<file path="src/rtl/fwd_pkg.sv">
// Shared encodings for the operand forwarding unit.
// Assumes 2-bit select buses on every operand mux.
package fwd_pkg;

    typedef enum logic [1:0] {
        SEL_RF  = 2'b00,
        SEL_EXM = 2'b01,
        SEL_MWB = 2'b10
    } fwd_sel_e;

endpackage

</file>
<file path="src/rtl/fwd_hit.sv">
// Detects that an older in-flight instruction will write the register an
// operand reads. Assumes register 0 is hardwired to zero and that a bubble
// arrives with its write-enable cleared.
module fwd_hit #(
    parameter int REG_W = 5
) (
    input  logic [REG_W-1:0] src,
    input  logic [REG_W-1:0] dst,
    input  logic             wr,
    output logic             hit
);
    localparam logic [REG_W-1:0] ZERO_REG = '0;

    // Match only a real, nonzero destination of a writing instruction.
    always_comb begin
        hit = wr && (dst != ZERO_REG) && (dst == src);
    end
endmodule

</file>
<file path="src/rtl/fwd_ex_pick.sv">
// Priority chooser for one execute-stage operand. The execute/memory stage
// is newest and wins. A matching load there suppresses forwarding entirely,
// because its ALU result is an address; stall logic is assumed to hold it.
module fwd_ex_pick
    import fwd_pkg::*;
(
    input  logic     hit_exm,
    input  logic     exm_ld,
    input  logic     hit_mwb,
    output fwd_sel_e sel
);
    // Newest valid source first, load match falls back to the file.
    always_comb begin
        if (hit_exm) begin
            sel = exm_ld ? SEL_RF : SEL_EXM;
        end else if (hit_mwb) begin
            sel = SEL_MWB;
        end else begin
            sel = SEL_RF;
        end
    end
endmodule

</file>
<file path="src/rtl/fwd_id_pick.sv">
// Chooser for one decode-stage operand. Only the execute/memory ALU result is
// a bypass source; writeback data reaches decode through the write-first file.
module fwd_id_pick
    import fwd_pkg::*;
(
    input  logic     hit_exm,
    input  logic     exm_ld,
    output fwd_sel_e sel
);
    // Bypass a non-load execute/memory result, else read the file.
    always_comb begin
        sel = (hit_exm && !exm_ld) ? SEL_EXM : SEL_RF;
    end
endmodule

</file>
<file path="src/rtl/fwd_unit.sv">
// Top of the forwarding select logic. Instantiates one match pair and one
// chooser per operand: two execute operands, two decode operands. The logic is
// purely combinational; the selects serve ALU operands, link-address muxes and
// decode compare/jump-target muxes alike.
module fwd_unit
    import fwd_pkg::*;
#(
    parameter int REG_W = 5
) (
    input  logic [REG_W-1:0] id_src_a,
    input  logic [REG_W-1:0] id_src_b,
    input  logic [REG_W-1:0] ex_src_a,
    input  logic [REG_W-1:0] ex_src_b,
    input  logic [REG_W-1:0] exm_dst,
    input  logic             exm_wr,
    input  logic             exm_ld,
    input  logic [REG_W-1:0] mwb_dst,
    input  logic             mwb_wr,
    output logic [1:0]       ex_sel_a,
    output logic [1:0]       ex_sel_b,
    output logic [1:0]       id_sel_a,
    output logic [1:0]       id_sel_b
);
    localparam int N_OPS = 2;

    logic [REG_W-1:0] ex_src [N_OPS];
    logic [REG_W-1:0] id_src [N_OPS];
    fwd_sel_e         ex_sel [N_OPS];
    fwd_sel_e         id_sel [N_OPS];

    // Gather operand sources into arrays for the generate loop.
    always_comb begin
        ex_src[0] = ex_src_a;
        ex_src[1] = ex_src_b;
        id_src[0] = id_src_a;
        id_src[1] = id_src_b;
    end

    for (genvar g = 0; g < N_OPS; g++) begin : g_op
        logic ex_hit_exm, ex_hit_mwb, id_hit_exm;

        fwd_hit #(.REG_W(REG_W)) u_ex_exm (
            .src(ex_src[g]), .dst(exm_dst), .wr(exm_wr), .hit(ex_hit_exm));
        fwd_hit #(.REG_W(REG_W)) u_ex_mwb (
            .src(ex_src[g]), .dst(mwb_dst), .wr(mwb_wr), .hit(ex_hit_mwb));
        fwd_hit #(.REG_W(REG_W)) u_id_exm (
            .src(id_src[g]), .dst(exm_dst), .wr(exm_wr), .hit(id_hit_exm));

        fwd_ex_pick u_ex_pick (
            .hit_exm(ex_hit_exm), .exm_ld(exm_ld), .hit_mwb(ex_hit_mwb),
            .sel(ex_sel[g]));
        fwd_id_pick u_id_pick (
            .hit_exm(id_hit_exm), .exm_ld(exm_ld), .sel(id_sel[g]));
    end

    // Drive the flat output ports from the per-operand selects.
    always_comb begin
        ex_sel_a = ex_sel[0];
        ex_sel_b = ex_sel[1];
        id_sel_a = id_sel[0];
        id_sel_b = id_sel[1];
    end
endmodule

</file>
<file path="config.mk">
export PLATFORM = sky130hd
export DESIGN_NAME = fwd_unit
export DESIGN_NICKNAME = d
export VERILOG_FILES = /design/src/rtl/fwd_pkg.sv /design/src/rtl/fwd_hit.sv /design/src/rtl/fwd_ex_pick.sv /design/src/rtl/fwd_id_pick.sv /design/src/rtl/fwd_unit.sv
export SDC_FILE = /design/constraint.sdc
export NUM_CORES = 1
export LEC_CHECK = 0
export BUFFER_PORTS_ARGS = -buffer_cell sky130_fd_sc_hd__buf_2
export CELL_PAD_IN_SITES_DETAIL_PLACEMENT = 1
export CELL_PAD_IN_SITES_GLOBAL_PLACEMENT = 1
export CORE_AREA = 2 2 44 46
export DETAILED_ROUTE_END_ITERATION = 12
export DIE_AREA = 0 0 46 48
export PLACE_DENSITY = 0.93
export SLEW_MARGIN = 15
export SYNTH_ARGS = -nofsm -noshare
export SYNTH_HDL_FRONTEND = slang
export SYNTH_SLANG_ARGS = --single-unit
</file>
<file path="constraint.sdc">
create_clock -name vclk -period 3.8
set_clock_uncertainty 0.1 [all_clocks]
set_input_delay 0.38 -clock vclk [all_inputs]
set_output_delay 0.38 -clock vclk [all_outputs]
set_load 0.05 [all_outputs]
</file>
==> run metrics, run 1 <==
status=finished clean; Fin Setup TNS=0 ps; final setup margin=1603 ps; final hold violations=0; Avg Synthesized Cell Area=around 7.4 um2; cts repair resizes=0; clock buf count=0; Placed Area=approximately 620 um2; Die Area=2208 um2; minimum clock period=2197 ps; Total Wirelength=1.590 mm; Seq/Total Area, Yosys=0%; most frequent cells in the layout=buf_2 (39), xnor2_1 (16), xor2_1 (14); initial antenna violation count=0; Max Slew Vio Count=0; Final Wtd Congestion=0.7150; hold-fix buffer count after cts=0; Setup violations, final=0; via count=532; fin nets=about 130; fraction of layout cells with a size suffix above 1=45.16%; DR WL/cell=14.45 um; largest net degree at the start of global routing=6; initial core utilization=26.30%; Die Span Y=48 um; WS Path Type=in -> out; DR DRC count=0; hold path endpoint=ex_sel_a[1]; Worst Hold Class=in -> out; ANT cells=0; Seq Cell Count=0; nature of the critical path endpoint=output port; global-route wire length before repair=between 2 and 3 mm; Overflow after GRT=0; critical path startpoint category=input port; Ports=41; commonest non-fill, non-tap cell in the layout=buf_2; Layout Cells excl Fill=110; area of the core=1689 um2; IO buf count=39; DRT antenna net count=0; Setup WS pre-CTS=1602 ps; setup repair bufs after CTS=0; First DRT Iteration DRCs=1; final worst-path cycle share=57.82%; Fmax=0.4552 GHz; synthesis-to-finish area growth=39.15%; pwr/cell area=116.6 nW/um2; Worst Path Required=~3300 ps; Yosys warnings=0; RSZ-0062 raised after global routing=false; leakage=a little under 0.3 nW; vias in the first global route=596; library cells used by synthesis=15; FP Rows=15; placed cells=110; mapped cell area=444.2 um2; Design Area, Final=618.1 um2; DRT Pass-1 Iters=4; CP max FO=5; cell count of the worst hold path=3; Hold Slack=1084 ps; Die W=approximately 46 um; Peak VDD IR=0.00005078 V; max-cap violations=0; Worst EP arrival=1720 ps; Hold Crit Start=mwb_wr; Reg area=0 um2; Avg Vias per Cell=between 4 and 5; total track usage=15.91%; Post-Synthesis Cells=60
cell usage after synthesis (all sizes together):
cell type	n	share of area, %
xnor2	16	32
nand2	1	0.84
buf	7	10
nand3	6	6.8
or2	1	1.4
o2111a	2	5.1
nor2	3	2.5
o21ai	1	2.0
or4	1	2.5
nor3	5	5.6
xor2	14	28
nor4	2	2.8
conb	1	0.84
report_power, final:
group          leakage (nW)  internal, W  switching, W  total [W]
clock network             0            0             0          0
registers                 0            0             0          0
logic                 0.289    0.0000334     0.0000387  0.0000721
total                 0.289    0.0000334     0.0000387  0.0000721
area by class of cell:
cell class	instances	area, um2
Tap cell	17	21.27
Multi-Input combinational cell	54	401.6
Fill cell	225	1071
Timing Repair Buffer	39	195.2
per-layer routing:
layer,track usage [%],share of wire [%]
met3,3.396,9.5
met4,5.714,2.9
met1,17.36,35
met5,0,0
met2,30.00,52
worst max path at each step:
stage | slack (ps) | depth (start not counted) | from | end
after floorplan | 740 | 5 | exm_dst[1] | id_sel_a[0]
after global placement | 1620 | 6 | exm_dst[0] | id_sel_b[0]
after detailed placement | 1600 | 6 | exm_dst[3] | id_sel_b[0]
after CTS | 1600 | 6 | exm_dst[3] | id_sel_b[0]
after global routing | 1480 | 6 | exm_dst[0] | id_sel_b[0]
final | 1600 | 6 | exm_dst[0] | id_sel_b[0]
critical path, cell delays in order:
cell and delay (ps):
buf_2 160, or4_4 150, o21ai_2 60, or2_2 320
nor4_1 310, buf_2 330
cell families after synthesis:
group / synth area share [%]
and+or+nand+nor: 22.53
AOI/OAI and AO/OA: 7.042
xor gates and xnor gates: 59.15
other: 0.8443
buffers and inverters: 10.42
metrics by stage:
step                      total power (W)  utilization (%)
final                          0.00007205            36.59
after global routing           0.00007992            36.59
after CTS                      0.00007276            36.59
after detailed placement       0.00007264            36.59
after global placement         0.00006951            36.59
after floorplan                0.00004620                -
No activity file was read; power rests on OpenSTA's default activity.
==> run 2, diff against run 1 <==
- CORE_AREA: 2 2 44 46 -> 2 2 46 48
- DIE_AREA: 0 0 46 48 -> 0 0 48 50
- PLACE_DENSITY: 0.93 -> 0.86
- clock period: 3.8 -> 2.2 ns (I/O delays scaled with it)
==> run 2 against run 1 <==
Net effect: utilization shrank 3.4 points; first-iteration DRC count up 100%; count of clock-buffer cells in the layout unchanged; total power grew 71%; die area grew 8.7%; critical path depth fell by 1; critical endpoint is now ex_sel_b[1].
==> run metrics, run 2 (synthesized netlist as in run 1, its figures left out) <==
Design Area, Final=~630 um2; Ports=41; area of the core=roughly 1900 um2; CP dominant cell by count=buf_2; status=finished clean; Top Layer Used=met3; met3 WL post-DR=around 120 um; Max Slew Vio Count=0; clock buf count=0; Die Area=2400 um2; Placed Area=630.6 um2; CP max FO=5; Total Wirelength=1.483 mm; IO buf count=39; worst path bufs/invs=2; Avg Vias per Cell=4.258; nature of the critical path endpoint=output port; DR WL/cell=between 10 and 15 um; leakage=0.2887 nW; ANT cells=0; DRT Pass-1 Iters=4; Worst EP arrival=1550 ps; minimum clock period=roughly 1900 ps; final worst-path cycle share=85.11%; pwr/cell area=195.1 nW/um2; initial core utilization=23.36%; Die Span Y=50 um; M1 WL=about 620 um; DP Wirelength=1.361 mm; Layout Cells excl Fill=120; largest net degree at the start of global routing=6; fin nets=128; Setup violations, final=0; Reg area=0 um2; CP max stage cell=or4_4; Overflow after GRT=0; RSZ-0062 raised after global routing=false; Seq Cell Count=0; DR DRC count=0; synthesis-to-finish area growth=41.97%; Fin Setup TNS=0 ps; First DRT Iteration DRCs=2; initial antenna violation count=0; WS Path Type=in -> out; top cell family by delay on the critical path=simple AND/OR/NAND/NOR gates; Setup WS pre-CTS=315.1 ps; Die W=roughly 48 um; max-cap violations=0; Peak VDD IR=0.00005449 V; global-route wire length before repair=2.373 mm; Final Wtd Congestion=0.7271; CP cell instances=buf_2 > or4_4 > o21ai_2 > o2111a_1 > buf_2; final setup margin=327.6 ps; DRT antenna net count=0; most frequent cells in the layout=buf_2 (39), xnor2_1 (16), xor2_1 (14); critical path startpoint category=input port; FP Rows=16; fraction of layout cells with a size suffix above 1=between 40% and 50%; wire length on met2=741 um; via count=~510; Worst Hold Class=in -> out; cts repair resizes=0; slowest stage delay, CP=540 ps; placed cells=120; Final Core Density=33.16%; total track usage=a little over an eighth; final hold violations=0; setup repair bufs after CTS=0; Worst Path Required=1880 ps; commonest non-fill, non-tap cell in the layout=buf_2; # fillers=254; hold-fix buffer count after cts=0; Fmax=0.5341 GHz; vias in the first global route=between 400 and 500
==> run 2: area by class of cell <==
type	count	area (um2)	share of cell area (%)
multi-input combinational	54	401.6	63.69
timing repair buffer	39	195.2	30.95
tap	27	33.78	5.357
==> run 2: layer usage <==
layer,up-vias,GRT usage (%)
met5,-,0
met4,0,0.4505
met3,0,1.099
met2,21,21.11
met1,229,19.57
li1,261,-
==> run 2: power by group <==
part           switching, W  leakage [nW]  total [W]  internal [W]
Sequential                0             0          0             0
Combinational     0.0000654         0.289   0.000123     0.0000576
Clock                     0             0          0             0
Total             0.0000654         0.289   0.000123     0.0000576
==> run 2: metrics by stage <==
stage,power [W],hold slack [ps]
after floorplan,0.00007981,610.9
after global placement,0.0001207,769.0
after detailed placement,0.0001238,763.3
after CTS,0.0001244,765.8
after global routing,0.0001348,786.8
final,0.0001230,764.5
==> run 2: final timing paths <==
kind | startpoint | end | slack (ps) | depth (start not counted)
hold / removal | mwb_wr | ex_sel_a[1] | 760 | 3
setup / recovery | exm_dst[0] | ex_sel_b[1] | 330 | 5
